==> src/rtl/io_remap_pkg.sv <==
package io_remap_pkg;

   typedef enum logic [1:0] {
      REGION_NONE = 2'd0,
      REGION_IO   = 2'd1,
      REGION_MEM  = 2'd2,
      REGION_ROM  = 2'd3
   } region_e;

   function automatic logic size_legal(input logic [2:0] nbytes);
      return (nbytes == 3'd1) || (nbytes == 3'd2) || (nbytes == 3'd4);
   endfunction

endpackage

==> src/rtl/io_region_decode.sv <==
module io_region_decode
   import io_remap_pkg::*;
#(
   parameter int                ADDR_W   = 32,
   parameter logic [ADDR_W-1:0] IO_BASE  = 32'h8000_0000,
   parameter logic [ADDR_W-1:0] IO_SPAN  = 32'h3F80_0000,
   parameter logic [ADDR_W-1:0] MEM_BASE = 32'hC000_0000,
   parameter logic [ADDR_W-1:0] MEM_SPAN = 32'h3F00_0000,
   parameter logic [ADDR_W-1:0] ROM_SIZE = 32'h0010_0000
) (
   input  logic [ADDR_W-1:0] addr,
   output region_e           region
);
   localparam logic [ADDR_W-1:0] ROM_BASE = ~(ROM_SIZE - 1'b1);

   logic [ADDR_W-1:0] io_off, mem_off;
   logic              in_io, in_mem, in_rom;

   assign io_off  = addr - IO_BASE;
   assign mem_off = addr - MEM_BASE;
   assign in_io   = (addr >= IO_BASE)  && (io_off  < IO_SPAN);
   assign in_mem  = (addr >= MEM_BASE) && (mem_off < MEM_SPAN);
   assign in_rom  = (addr >= ROM_BASE);

   always_comb begin
      if (in_io)       region = REGION_IO;
      else if (in_mem) region = REGION_MEM;
      else if (in_rom) region = REGION_ROM;
      else             region = REGION_NONE;
   end
endmodule

==> src/rtl/io_addr_map.sv <==
module io_addr_map #(
   parameter int                ADDR_W   = 32,
   parameter logic [ADDR_W-1:0] IO_BASE  = 32'h8000_0000,
   parameter logic [ADDR_W-1:0] WIN_SPAN = 32'h0080_0000,
   parameter int                FLAT_W   = 16,
   parameter int                KEEP_LO  = 5,
   parameter int                HI_LSB   = 12,
   parameter int                HI_MSB   = 26,
   parameter int                SHIFT    = 7
) (
   input  logic [ADDR_W-1:0] addr,
   input  logic              sparse,
   output logic              in_win,
   output logic [ADDR_W-1:0] io_addr
);
   localparam logic [ADDR_W-1:0] FLAT_MASK = ADDR_W'((64'd1 << FLAT_W) - 64'd1);
   localparam logic [ADDR_W-1:0] KEEP_MASK = ADDR_W'((64'd1 << KEEP_LO) - 64'd1);
   localparam logic [ADDR_W-1:0] HI_MASK   = ADDR_W'(((64'd1 << (HI_MSB + 1)) - 64'd1)
                                                     & ~((64'd1 << HI_LSB) - 64'd1));

   if (SHIFT > HI_LSB - KEEP_LO) begin : g_bad_shift
      $error("packed high field would overlap the kept low bits");
   end
   if (FLAT_W > ADDR_W || HI_MSB >= ADDR_W) begin : g_bad_width
      $error("field limits exceed address width");
   end

   logic [ADDR_W-1:0] off, flat_off, sparse_off, map_off;

   assign off        = addr - IO_BASE;
   assign in_win     = off < WIN_SPAN;
   assign flat_off   = off & FLAT_MASK;
   assign sparse_off = (off & KEEP_MASK) | ((off & HI_MASK) >> SHIFT);

   always_comb begin
      if (!in_win)     map_off = off;
      else if (sparse) map_off = sparse_off;
      else             map_off = flat_off;
   end

   assign io_addr = IO_BASE + map_off;
endmodule

==> src/rtl/io_lane_pack.sv <==
module io_lane_pack #(
   parameter int DATA_W = 32
) (
   input  logic [2:0]        nbytes,
   input  logic [DATA_W-1:0] din,
   output logic [DATA_W-1:0] dout
);
   localparam int LANES = DATA_W / 8;

   if (DATA_W % 8 != 0) begin : g_bad_data
      $error("data width must be a whole number of bytes");
   end

   for (genvar i = 0; i < LANES; i++) begin : g_lane
      assign dout[8*i +: 8] = (i < int'(nbytes)) ? din[8*i +: 8] : 8'h00;
   end
endmodule

==> src/rtl/io_window_remap.sv <==
module io_window_remap
   import io_remap_pkg::*;
#(
   parameter int                ADDR_W   = 32,
   parameter int                DATA_W   = 32,
   parameter logic [ADDR_W-1:0] IO_BASE  = 32'h8000_0000,
   parameter logic [ADDR_W-1:0] IO_SPAN  = 32'h3F80_0000,
   parameter logic [ADDR_W-1:0] WIN_SPAN = 32'h0080_0000,
   parameter logic [ADDR_W-1:0] MEM_BASE = 32'hC000_0000,
   parameter logic [ADDR_W-1:0] MEM_SPAN = 32'h3F00_0000,
   parameter logic [ADDR_W-1:0] ROM_SIZE = 32'h0010_0000,
   parameter int                FLAT_W   = 16,
   parameter int                KEEP_LO  = 5,
   parameter int                HI_LSB   = 12,
   parameter int                HI_MSB   = 26,
   parameter int                SHIFT    = 7
) (
   input  logic              clk,
   input  logic              rst_n,
   input  logic              sparse_mode,
   input  logic              req_valid,
   input  logic [ADDR_W-1:0] req_addr,
   input  logic              req_write,
   input  logic [2:0]        req_size,
   input  logic [DATA_W-1:0] req_wdata,
   output logic              io_valid,
   output logic [ADDR_W-1:0] io_addr,
   output logic              io_write,
   output logic [2:0]        io_size,
   output logic [DATA_W-1:0] io_wdata,
   input  logic [DATA_W-1:0] io_rdata,
   output logic              rsp_valid,
   output logic [DATA_W-1:0] rsp_rdata,
   output logic              hit_io,
   output logic              hit_mem,
   output logic              hit_rom,
   output logic              size_err
);
   if (WIN_SPAN > IO_SPAN) begin : g_bad_win
      $error("remapped window must fit inside the I/O region");
   end

   region_e           region;
   logic              win_d;
   logic [ADDR_W-1:0] map_addr;
   logic [DATA_W-1:0] wdata_packed, rdata_packed;

   io_region_decode #(
      .ADDR_W(ADDR_W), .IO_BASE(IO_BASE), .IO_SPAN(IO_SPAN),
      .MEM_BASE(MEM_BASE), .MEM_SPAN(MEM_SPAN), .ROM_SIZE(ROM_SIZE)
   ) u_decode (
      .addr(req_addr), .region(region)
   );

   io_addr_map #(
      .ADDR_W(ADDR_W), .IO_BASE(IO_BASE), .WIN_SPAN(WIN_SPAN), .FLAT_W(FLAT_W),
      .KEEP_LO(KEEP_LO), .HI_LSB(HI_LSB), .HI_MSB(HI_MSB), .SHIFT(SHIFT)
   ) u_map (
      .addr(req_addr), .sparse(sparse_mode), .in_win(win_d), .io_addr(map_addr)
   );

   io_lane_pack #(.DATA_W(DATA_W)) u_wpack (
      .nbytes(req_size), .din(req_wdata), .dout(wdata_packed)
   );

   // request stage
   logic              vld_q, err_q, write_q, win_q, mode_q;
   region_e           region_q;
   logic [ADDR_W-1:0] addr_q;
   logic [2:0]        size_q;
   logic [DATA_W-1:0] wdata_q;

   always_ff @(posedge clk) begin
      if (!rst_n) begin
         vld_q    <= 1'b0;
         err_q    <= 1'b0;
         write_q  <= 1'b0;
         win_q    <= 1'b0;
         mode_q   <= 1'b0;
         region_q <= REGION_NONE;
         addr_q   <= '0;
         size_q   <= '0;
         wdata_q  <= '0;
      end else begin
         vld_q    <= req_valid;
         err_q    <= req_valid && !size_legal(req_size);
         region_q <= req_valid ? region : REGION_NONE;
         if (req_valid) begin
            write_q <= req_write;
            win_q   <= win_d && (region == REGION_IO);
            mode_q  <= sparse_mode;
            addr_q  <= map_addr;
            size_q  <= req_size;
            wdata_q <= wdata_packed;
         end
      end
   end

   assign hit_io    = (region_q == REGION_IO);
   assign hit_mem   = (region_q == REGION_MEM);
   assign hit_rom   = (region_q == REGION_ROM);
   assign size_err  = err_q;
   assign rsp_valid = vld_q;
   assign io_valid  = vld_q && hit_io && !err_q;
   assign io_addr   = addr_q;
   assign io_write  = write_q;
   assign io_size   = size_q;
   assign io_wdata  = wdata_q;

   io_lane_pack #(.DATA_W(DATA_W)) u_rpack (
      .nbytes(size_q), .din(io_rdata), .dout(rdata_packed)
   );

   always_comb begin
      if (!vld_q)                                   rsp_rdata = '0;
      else if (err_q || region_q == REGION_NONE)    rsp_rdata = '1;
      else if (region_q == REGION_IO)               rsp_rdata = rdata_packed;
      else                                          rsp_rdata = '0;
   end

   // checks beside the logic they guard
   p_flags_onehot_r6: assert property (@(posedge clk) disable iff (!rst_n)
      $onehot0({hit_io, hit_mem, hit_rom}));
   p_err_no_cycle_r7: assert property (@(posedge clk) disable iff (!rst_n)
      size_err |-> !io_valid);
   p_cycle_needs_io_r11: assert property (@(posedge clk) disable iff (!rst_n)
      io_valid |-> (hit_io && rsp_valid));
   p_one_cycle_r12: assert property (@(posedge clk) disable iff (!rst_n)
      req_valid |=> rsp_valid);
   p_idle_quiet_r12: assert property (@(posedge clk) disable iff (!rst_n)
      !req_valid |=> (!rsp_valid && !io_valid));
   p_miss_ones_r9: assert property (@(posedge clk) disable iff (!rst_n)
      (rsp_valid && !hit_io && !hit_mem && !hit_rom) |-> (rsp_rdata == '1));
   p_sparse_low_kept_r3: assert property (@(posedge clk) disable iff (!rst_n)
      req_valid && sparse_mode && win_d && (region == REGION_IO) |=>
         (io_addr[KEEP_LO-1:0] == $past(req_addr[KEEP_LO-1:0])));
   p_flat_bound_r2: assert property (@(posedge clk) disable iff (!rst_n)
      (io_valid && win_q && !mode_q) |-> ((io_addr - IO_BASE) < (ADDR_W'(1) << FLAT_W)));
endmodule

==> config.mk <==
export PLATFORM = sky130hd
export DESIGN_NAME = io_window_remap
export DESIGN_NICKNAME = d
export VERILOG_FILES = /design/src/rtl/io_remap_pkg.sv /design/src/rtl/io_region_decode.sv /design/src/rtl/io_addr_map.sv /design/src/rtl/io_lane_pack.sv /design/src/rtl/io_window_remap.sv
export SDC_FILE = /design/constraint.sdc
export NUM_CORES = 1
export LEC_CHECK = 0
export BUFFER_PORTS_ARGS = -buffer_cell sky130_fd_sc_hd__buf_2
export CORE_ASPECT_RATIO = 1.1
export CORE_UTILIZATION = 48
export CTS_BUF_LIST = sky130_fd_sc_hd__clkbuf_8
export DETAILED_ROUTE_END_ITERATION = 12
export PLACE_DENSITY = 0.84
export REMOVE_ABC_BUFFERS = 1
export SLEW_MARGIN = 10
export SYNTH_ARGS = -nofsm -noshare
export SYNTH_HDL_FRONTEND = slang
export SYNTH_SLANG_ARGS = --single-unit
==> constraint.sdc <==
create_clock -name clk -period 3 [get_ports clk]
set_input_delay 0.15 -clock clk [delete_from_list [all_inputs] [get_ports clk]]
set_output_delay 0.15 -clock clk [all_outputs]
set_load 0.1 [all_outputs]
After elaboration in Yosys (flattened, before gate mapping)
Cells that the tools add are included.
{"block": "totals", "reg_bits": 72, "input_bits": 104, "output_inout_bits": 106, "word_cells": 63}
{"block": "classes", "add_sub_neg": 3, "n_lt_le_gt_ge": 14, "n_eq_ne": 6, "n_mux": 16, "n_bitwise": 3, "reduce_logical": 13}
{"operator": "$mux 32", "count": 4}
{"operator": "$ge 32x32->1 const B", "count": 3}
{"operator": "$lt 32x30->1 const B", "count": 2}
{"operator": "$mux 8", "count": 8}
{"operator": "$sub 32x32->32 const B", "count": 2}
{"operator": "$add 32x32->32 const A", "count": 1}
{"operator": "$lt 32x24->1 const B", "count": 1}
{"operator": "$mux 20", "count": 1}
{"operator": "$or 5x20->20", "count": 1}
{"operator": "$lt 1x3->1 const A", "count": 4}
{"operator": "$lt 2x3->1 const A", "count": 4}
{"operator": "$logic_and 1x1->1", "count": 5}
{"operator": "$eq 2x2->1 const B", "count": 2}
{"operator": "$mux 2", "count": 2}
{"operator": "$eq 3x1->1 const B", "count": 1}
{"operator": "$eq 3x2->1 const B", "count": 1}
{"operator": "$eq 3x3->1 const B", "count": 1}
{"operator": "$logic_or 1x1->1", "count": 3}
{"operator": "$reduce_or 3->1", "count": 1}
{"operator": "$eq 2x1->1 const B", "count": 1}
{"operator": "$logic_not 1->1", "count": 2}
{"operator": "$logic_not 2->1", "count": 1}
{"operator": "$not 1->1", "count": 2}
{"operator": "$reduce_and 2->1", "count": 1}
{"operator": "$mux 1", "count": 1}

Longest topological paths before layout
Gate-level depths: netlist (run 1).
{"block": "depth", "depth_word": 5, "depth_mapped": 5, "ltp_nobuf": 3}

Modules after synthesis
A second synthesis (run 1) with hierarchy kept.
{"block": "hier_totals", "hier_cells": 467, "area_unflattened_um2": 4349.2}
{"mod": "io_window_remap", "n_inst": 1, "cells_per_inst": 346, "area_each_um2": 3397.0, "seq_area_each_um2": 1441.4}
{"mod": "io_lane_pack", "n_inst": 2, "cells_per_inst": 36, "area_each_um2": 275.3, "seq_area_each_um2": 0.0}
{"mod": "io_addr_map", "n_inst": 1, "cells_per_inst": 39, "area_each_um2": 347.8, "seq_area_each_um2": 0.0}
{"mod": "io_region_decode", "n_inst": 1, "cells_per_inst": 10, "area_each_um2": 53.8, "seq_area_each_um2": 0.0}

Least setup slack after synthesis (run 1)
Ideal clock, no wire load.
{"block": "synth_timing", "path_kind": "reg-to-output", "startpoint": "register vld_q (netlist: rsp_valid)", "endpoint": "output port io_valid", "arrival_ns": 2.533, "path_slack_ns": 0.317, "path_stages_with_launch": 3, "cell_sequence": "dfxtp_1 -> nand3b_1 -> nor2_1"}
{"block": "synth_between", "elab_chain_cells": 2}
{"element": "start: declaration", "line_no": "io_window_remap.sv:67", "text": "logic vld_q, err_q, write_q, win_q, mode_q;"}
{"element": "start signal: assignment", "line_no": "io_window_remap.sv:85", "text": "vld_q <= req_valid;"}
{"element": "$logic_and 1x1->1 (2 in a row)", "line_no": "io_window_remap.sv:104", "text": "assign io_valid = vld_q && hit_io && !err_q;"}
{"element": "end: declaration", "line_no": "io_window_remap.sv:26", "text": "output logic io_valid,"}
No other way between the ends.

Final worst setup path (run 1)
{"block": "layout_timing", "startpoint": "register region_q[1]", "endpoint": "output port rsp_rdata[16]"}
{"block": "layout_between", "elab_chain_cells": 4}
{"element": "start: declaration", "line_no": "io_window_remap.sv:68", "text": "region_e region_q;"}
{"element": "start signal: assignment", "line_no": "io_window_remap.sv:87", "text": "region_q <= req_valid ? region : REGION_NONE;"}
{"element": "$eq 2x1->1 / $logic_not 2->1 (equally long branches)", "line_no": "io_window_remap.sv:117, io_window_remap.sv:116"}
{"element": "$mux 32 / $logic_or 1x1->1 (equally long branches)", "line_no": "io_window_remap.sv:117, io_window_remap.sv:116"}
{"element": "$mux 32 (*)", "line_no": "io_window_remap.sv:116", "text": "else if (err_q || region_q == REGION_NONE) rsp_rdata = '1;"}
{"element": "$mux 32 (*)", "line_no": "io_window_remap.sv:115", "text": "if (!vld_q) rsp_rdata = '0;"}
{"element": "end: declaration", "line_no": "io_window_remap.sv:33", "text": "output logic [DATA_W-1:0] rsp_rdata,"}
Every way passes the cells marked *; elsewhere a longest branch is shown, timed or not.

==> impl_metrics.toml, run 1 <==
[route]
postRouteWirelength_um = 9620
wl_met1_um = 3900
initialDrtViolationCount = 155
postRouteAntennaNets = 0
met3_length_um = 692
viasPerCell = 5.20
drc = 0
topRoutingLayerUsed = "met4"
dr_total_vias = 3463
avgRoutedWirePerCell_um = 14.4
drt-pass1-iter-count = 4
met2WireLength_um = 4770

[sta]
fin_crit_sh_pct = 73.9
fin_worst_skew_ps = 0
fmax_mhz = 451
setup_viol = 0
finalMaxSlewViolations = 0
hold_viol_final = 0
period_minus_slack_ps = 2220
final.setup.tns_ps = 0
relSlewSlack_pct = 49.0
worst_pin_slew_ps = 764
rsz0062_at_grt = "no"

[layout]
multi_input_area_sq_um = 1900
nets = 680
fillers = 614
final_core_util_pct = 67.5
ff_latch_area_sq_um = 1440
final_cell_mix = "buf_2, dfxtp_1, nor2b_1, a21o_1, mux2i_1"
final_common_cell = "buf_2"
syn2layout_area_growth_pct = 36.9
final_cell_area_sq_um = 4730
diodes = 0
drive_gt1_share_pct = 43.7

[cts]
htree_levels = 3
post_cts.repair.setup_buffers = 0
clk_latency_ps = 330
hold_buffers = 0
cts_tree = "built"
cts_root_buf = "clkbuf_8"
cts_buffer_depth = 2
cts_buffers = 9
clock-sinks = 72
cts_resized = 0
clk_pin_slew_ps = 70

[global_routing]
grt_pass1_wl_um = 15000
grt_pass1_vias = 3180
gr-usage-all-layers_pct = 24.6
grt_max_degree = 77
grt_overflow_total = 0
antenna_found_initial = 0

[pwr]
total_power_mw = 2.73
ir_drop_uv = 374
leakage_nw = 2.61
p_per_area_nw_per_um2 = 577

[floorplan]
rows = 32
die_h_um = 91.0
core_sq_um = 7010
ios = 210
initial_utilization_pct = 49.3
die_x_um = 82.9
dieArea_sq_um = 7540

[placed_design]
routabilityCongestion = 0.870
io_buffer_count = 209
dpl-instance-area_sq_um = 4530
dp_hpwl_um = 7270

[logic_synthesis]
ys_warn_count = 0
synth_area_per_cell_sq_um = 9.14
synth.distinct_cells = 28
syn-cell-area_sq_um = 3460
synth_cells = 378
synthDominantCellAreaShare_pct = 41.7
yosysTopAreaCell = "dfxtp_1"
ys_ff_latch = 72
yosysSeqAreaShare_pct = 41.7
synth_area_leaders = "dfxtp_1, nor2b_1, mux2i_1, a21o_1, mux2_2"

[critical_path]
cp.required_ps = 2850
cp.arrival_ps = 2070
cp_max_fo = 8
crit_type = "reg -> out"
end_kind = "output pin"
start_kind = "register"

[min_path]
min_path_type = "in -> reg"

[status]
status = "complete, no violations"

[flow_run]
cap_viol_max_count = 0
==> synth_stat cells <==
| cell type | instances |
|---|---|
| a21boi_0 | 16 |
| a21o_1 | 33 |
| a21oi_1 | 18 |
| a311oi_1 | 1 |
| and2_1 | 4 |
| buf_1 | 7 |
| buf_2 | 2 |
| buf_6 | 1 |
| clkbuf_1 | 16 |
| dfxtp_1 | 72 |
| inv_1 | 3 |
| mux2_2 | 22 |
| mux2i_1 | 28 |
| nand2_1 | 24 |
| nand2b_1 | 16 |
| nand3_1 | 24 |
| nand3b_1 | 8 |
| nand4_1 | 2 |
| nor2_1 | 9 |
| nor2b_1 | 51 |
| nor3_1 | 2 |
| o21a_1 | 2 |
| o21ai_0 | 9 |
| o31a_1 | 2 |
| or2_2 | 2 |
| or3b_2 | 1 |
| or4_4 | 2 |
| xor2_1 | 1 |
==> critical path, stage by stage (launching register included) <==
cell	delay, ps
dfxtp_1	350
nand3b_1	270
nor2_1	470
a21o_1	220
buf_2	430
==> layer usage <==
| layer | track usage [%] | vias up |
|---|---|---|
| met5 | 0 | - |
| li1 | - | 1707 |
| met2 | 43.6 | 146 |
| met4 | 12.4 | 0 |
| met1 | 26.6 | 1586 |
| met3 | 7.18 | 24 |
==> state kept, by name, summed over array words and instances (netlist names) <==
name,flops
io_size,3
size_err,1
io_wdata,32
io_addr,32
region_q,2
rsp_valid,1
io_write,1
==> metrics by stage <==
stage               hold WS (ps)  std cells  setup WS [ps]
detailed placement           409        650           1160
floorplan                    261        352            317
finish                      70.1        666            784
CTS                         55.4        666            781
global route                73.6        666            663
global placement             402        650           1190
==> path summary, 6_finish.rpt <==
check                             from  cells after the start                   endpoint  slack [ps]
max             region_q[1]$_SDFF_PP0_                      4              rsp_rdata[16]         780
min                      req_wdata[25]                      3  io_wdata[25]$_SDFFE_PN0P_          70
max reg2reg    io_addr[9]$_SDFFE_PN0P_                      3    io_addr[9]$_SDFFE_PN0P_        2160
min reg2reg  io_wdata[11]$_SDFFE_PN0P_                      2  io_wdata[11]$_SDFFE_PN0P_         480
==> where the power goes <==
| part | internal, mW | switching [mW] |
|---|---|---|
| clock | 0.421 | 0.346 |
| combinational | 0.199 | 0.728 |
| sequential | 1.01 | 0.0277 |
| total | 1.63 | 1.10 |
==> cells by family (layout without fill, tap and decap cells) <==
logic type	after synthesis	count (layout)	synth area share (%)
mux	50	50	15.3
buf+inv	29	232	3.44
compound gates	81	81	15.7
simple gates	145	145	23.6
xor+xnor	1	1	0.253
flops	72	72	41.7
==> final cells by class <==
| cell class | count | area share [%] |
|---|---|---|
| clock inverter | 5 | 1.00 |
| sequential | 72 | 30.5 |
| clock buffer | 11 | 3.20 |
| timing repair buffer | 213 | 22.8 |
| multi-input combinational | 277 | 40.1 |
| tap | 85 | 2.25 |
| inverter | 3 | 0.238 |
Power figures use the tool's default switching activity.
==> run 2, diff against run 1 <==
--- a/config.mk
+++ b/config.mk
@@ -7,10 +7,10 @@
 export LEC_CHECK = 0
 export BUFFER_PORTS_ARGS = -buffer_cell sky130_fd_sc_hd__buf_2
 export CORE_ASPECT_RATIO = 1.1
-export CORE_UTILIZATION = 48
+export CORE_UTILIZATION = 40
 export CTS_BUF_LIST = sky130_fd_sc_hd__clkbuf_8
 export DETAILED_ROUTE_END_ITERATION = 12
-export PLACE_DENSITY = 0.84
+export PLACE_DENSITY = 0.74
 export REMOVE_ABC_BUFFERS = 1
 export SLEW_MARGIN = 10
 export SYNTH_ARGS = -nofsm -noshare
==> constraint.sdc (replaced) <==
create_clock -name clk -period 1.8 [get_ports clk]
set_input_delay 0.09 -clock clk [delete_from_list [all_inputs] [get_ports clk]]
set_output_delay 0.09 -clock clk [all_outputs]
set_load 0.1 [all_outputs]
==> run 2 against run 1 <==
Against the previous run:
- global-route usage decreased by 1.5 points
- sequential share of layout area decreased by 3.9 points
- critical path depth up 1
- non-clock buffer count grew 18
- setup slack got worse by 730 ps
- total power increased by 75%
- clock power up 69%
- via count is 0.95% higher
- hold slack lost 57 ps
- design area rose by 15%
- routed wire length is 9.7% higher
==> impl_metrics.toml, run 2 (synthesis gave the netlist of run 1 again) <==
[route]
dr_total_vias = 3496
postRouteWirelength_um = 10600
drt-pass1-iter-count = 4
postRouteAntennaNets = 0
topRoutingLayerUsed = "met4"
avgRoutedWirePerCell_um = 14.9
wl_met1_um = 4390
met3_length_um = 914
initialDrtViolationCount = 132
viasPerCell = 4.92
drc = 0
met2WireLength_um = 5100

[layout]
syn2layout_area_growth_pct = 57.3
fin_cells = 710
fillers = 683
final_common_cell = "buf_2"
final_core_util_pct = 65.0
final_cell_mix = "buf_2, dfxtp_1, nor2b_1, a21o_1, buf_12"
drive_gt1_share_pct = 44.6
ff_latch_area_sq_um = 1440
multi_input_area_sq_um = 1900
diodes = 0
nets = 698

[sta]
period_minus_slack_ps = 1750
fin_ws_ps = 54.0
finalMaxSlewViolations = 0
setup_viol = 0
worst_pin_slew_ps = 514
fin_crit_sh_pct = 97.0
fin_worst_skew_ps = 0
fmax_mhz = 573
hold_viol_final = 0
rsz0062_at_grt = "yes"
final.setup.tns_ps = 0
relSlewSlack_pct = 66.0

[critical_path]
cp.required_ps = 1710
cpPeakStageDelay_ps = 340
start_kind = "register"
crit_slowest_cell = "dfxtp_2"
crit_type = "reg -> out"
crit_chain = "nand3b_1 > nor2_1 > buf_4 > a21o_1 > buf_12"
cp.arrival_ps = 1660
cp_max_fo = 8
end_kind = "output pin"

[cts]
cts_buffer_depth = 2
cts_root_buf = "clkbuf_8"
cts_buffers = 9
clock-sinks = 72
htree_levels = 3
clk_pin_slew_ps = 80
clk_latency_ps = 340
cts_tree = "built"

[floorplan]
core_sq_um = 8360
dieArea_sq_um = 9020
die_x_um = 90.6
ios = 210
rows = 35
die_h_um = 99.5
initial_utilization_pct = 41.3

[status]
status = "complete, no violations"

[placed_design]
dpl.cell_count = 683
pre_cts_slack_ps = 114
dp_hpwl_um = 8100
io_buffer_count = 209
routabilityCongestion = 0.841

[global_routing]
grt_pass1_vias = 3319
grt_pass1_wl_um = 16400
antenna_found_initial = 0
grt_max_degree = 44
grt_overflow_total = 0
gr-usage-all-layers_pct = 23.1

[min_path]
min_path_type = "in -> reg"

[pwr]
leakage_nw = 2.82
ir_drop_uv = 466
p_per_area_nw_per_um2 = 878

[flow_run]
cap_viol_max_count = 0
run 2: cell types whose count changed in the layout (fill, tap and decap cells not counted), sizes merged:
cell,previous run,this run
dlygate4sd3,0,10
clkinvlp,0,2
buf,213,220
clkbuf,11,12
inv,5,3
run 2: where the power goes:
| part | switching, mW | internal [mW] | total [mW] |
|---|---|---|---|
| registers | 0.0472 | 1.68 | 1.73 |
| logic | 1.25 | 0.490 | 1.74 |
| clock network | 0.592 | 0.711 | 1.30 |
| total | 1.89 | 2.88 | 4.77 |
run 2: timing repair:
item | in CTS | in global routing
setup endpoints to repair | 8 | 31
endpoints found under the hold margin | 10 | 0
hold buffers | 10 | 0
setup buffers | 0 | 1
gates resized for setup | 2 | 3
pin swaps | 0 | 19
run 2: worst paths after layout:
path | depth (start not counted) | from | slack [ps] | endpoint
worst max register to register | 3 | io_addr[6]$_SDFFE_PN0P_ | 950 | io_addr[6]$_SDFFE_PN0P_
worst min-delay path | 3 | req_wdata[16] | 10 | io_wdata[16]$_SDFFE_PN0P_
worst min register to register | 2 | io_wdata[16]$_SDFFE_PN0P_ | 480 | io_wdata[16]$_SDFFE_PN0P_
worst max-delay path | 5 | region_q[1]$_SDFF_PP0_ | 50 | rsp_rdata[18]
run 2: worst max-delay path, delay by kind of cell (launching register included):
family,cells,cell delay (ps)
AO/OA/AOI/OAI,1,190
buffers and inverters,2,360
flip-flops,1,340
AND/OR/NAND/NOR,2,430
run 2: layer usage:
metal / GRT usage [%] / vias to the layer above
li1: - / 1725
met1: 27.6 / 1613
met2: 39.3 / 143
met3: 7.95 / 15
met4: 6.45 / 0
met5: 0 / -
run 2: area by class of cell:
cell class	count	share of cell area (%)
Tap cell	111	2.55
Multi-Input combinational cell	277	35.0
Clock inverter	5	1.01
Sequential cell	72	26.6
Inverter	3	0.207
Clock buffer	11	2.78
Timing Repair Buffer	231	31.9
run 2: stage by stage:
step	hold slack, ps	total power [mW]	cell area (sq um)
after floorplan	201	2.94	3350
after global placement	341	3.47	5110
after detailed placement	348	3.49	5110
after CTS	0.972	4.82	5430
after global routing	2.41	4.96	5440
final	13.2	4.77	5440
==> run 3, diff against run 2 <==
==> constraint.sdc (replaced) <==
create_clock -name clk -period 1.8 [get_ports clk]
set_input_delay 0.36 -clock clk [delete_from_list [all_inputs] [get_ports clk]]
set_output_delay 0.36 -clock clk [all_outputs]
set_load 0.1 [all_outputs]
==> run 3 against run 2 <==
Against the previous run:
- the flow now finishes with violations (setup timing)
- hold slack improved by 260 ps
- global-route usage increased by 0.70 points
- sequential cell count unchanged
- highest routed layer unchanged
==> impl_metrics.toml, run 3 (synthesis gave the netlist of run 1 again) <==
[critical_path]
cp.required_ps = 1440
cpPeakStageDelay_ps = 330
r2r_start = "io_addr[15]$_SDFFE_PN0P_"
crit_type = "reg -> out"
rr_worst_depth = 3
end_kind = "output pin"
crit_chain = "nand3b_1 > nor2_2 > buf_6 > a21o_1 > buf_12"
startpoint = "region_q[1]$_SDFF_PP0_"
cp.arrival_ps = 1580
reg2reg_slack_ps = 950
crit_slowest_cell = "dfxtp_2"
start_kind = "register"
reg2reg_to = "io_addr[15]$_SDFFE_PN0P_"
cp_max_fo = 7

[cts]
clock-sinks = 72
cts_tree = "built"
cts_root_buf = "clkbuf_8"
cts_buffers = 9
htree_levels = 3
clk_latency_ps = 330
cts_buffer_depth = 2
hold_buffers = 0
clk_pin_slew_ps = 80

[global_routing]
grt_pass1_wl_um = 16900
antenna_found_initial = 0
grt_overflow_total = 0
gr-usage-all-layers_pct = 23.8
grt_max_degree = 62
grt_pass1_vias = 3422

[sta]
worst_pin_slew_ps = 511
fin_ws_ps = -138
fin_crit_sh_pct = 108
period_minus_slack_ps = 1940
relSlewSlack_pct = 66.1
fin_worst_skew_ps = 0
hold_viol_final = 0
rsz0062_at_grt = "yes"
setup_viol = 32
fmax_mhz = 516
finalMaxSlewViolations = 0
hold_ws_ps = 269

[floorplan]
rows = 35
die_h_um = 99.5
ios = 210
initial_utilization_pct = 41.3
dieArea_sq_um = 9020
die_x_um = 90.6
core_sq_um = 8360

[pwr]
total_power_mw = 4.69
p_per_area_nw_per_um2 = 860
ir_drop_uv = 525
leakage_nw = 2.85

[route]
drc = 0
drt-pass1-iter-count = 4
avgRoutedWirePerCell_um = 15.0
wl_met1_um = 4320
postRouteAntennaNets = 0
met2WireLength_um = 5440
topRoutingLayerUsed = "met4"
postRouteWirelength_um = 10800
initialDrtViolationCount = 111
viasPerCell = 4.89
met3_length_um = 917
dr_total_vias = 3503

[layout]
fillers = 714
nets = 703
final_core_util_pct = 65.3
drive_gt1_share_pct = 46.9
syn2layout_area_growth_pct = 58.0
final_common_cell = "buf_2"
final_cell_mix = "buf_2, dfxtp_1, nor2b_1, buf_12, a21o_1"

[status]
status = "complete, but fails checks"
violations = "setup timing"

[min_path]
min_to = "io_wdata[27]$_SDFFE_PN0P_"
min_path_cells = 3
worst_hold_startpoint = "req_wdata[27]"
min_path_type = "in -> reg"

[placed_design]
routabilityCongestion = 0.874
pre_cts_slack_ps = -130
dp_hpwl_um = 8420
io_buffer_count = 209

[flow_run]
cap_viol_max_count = 0
[run 3: layer usage]
metal | up-vias | GRT usage [%]
met1 | 1613 | 27.2
li1 | 1744 | -
met5 | - | 0
met4 | 0 | 5.46
met3 | 6 | 7.87
met2 | 140 | 42.8
[run 3: area by class of cell]
cell class | count | area, sq um | area share (%)
clock inverter | 7 | 62.6 | 1.15
inverter | 3 | 11.3 | 0.206
clock buffer | 9 | 124 | 2.27
timing repair buffer | 236 | 1770 | 32.4
multi-input combinational | 277 | 1910 | 34.9
sequential | 72 | 1440 | 26.4
tap | 111 | 139 | 2.54
antenna | 1 | 2.50 | 0.0458
[run 3: worst max path at each step]
stage	end	slack (ps)
floorplan	io_valid	-1090
global placement	io_addr[5]$_SDFFE_PN0P_	-100
detailed placement	io_addr[14]$_SDFFE_PN0P_	-130
CTS	rsp_rdata[21]	-150
global route	rsp_rdata[21]	-260
finish	rsp_rdata[19]	-140
[run 3: timing repair]
item,in CTS,in global routing
buffers inserted,2,1
cloned,0,0
endpoints found under the setup margin,32,34
pin swaps,31,5
gates resized for setup,5,5
[run 3: metrics by stage]
stage	TNS (ps)	cells	area [sq um]
after floorplan	-32720	352	3350
after global placement	-1100	696	5220
after detailed placement	-1360	696	5220
after CTS	-4170	714	5440
after global routing	-7550	715	5460
final	-3820	716	5460
[run 3: report_power, final]
part / switching [mW] / leakage [nW] / internal [mW] / total [mW]
Sequential: 0.0493 / 0.593 / 1.68 / 1.73
Combinational: 1.25 / 2.16 / 0.493 / 1.74
Clock: 0.595 / 0.0985 / 0.628 / 1.22
Total: 1.90 / 2.85 / 2.80 / 4.69
[run 3: critical path: cells and delay by family, from the launching register on]
kind	cells	cell delay [ps]
and+or+nand+nor	2	430
DFF	1	330
buffers and inverters	2	330
AOI/OAI and AO/OA	1	160
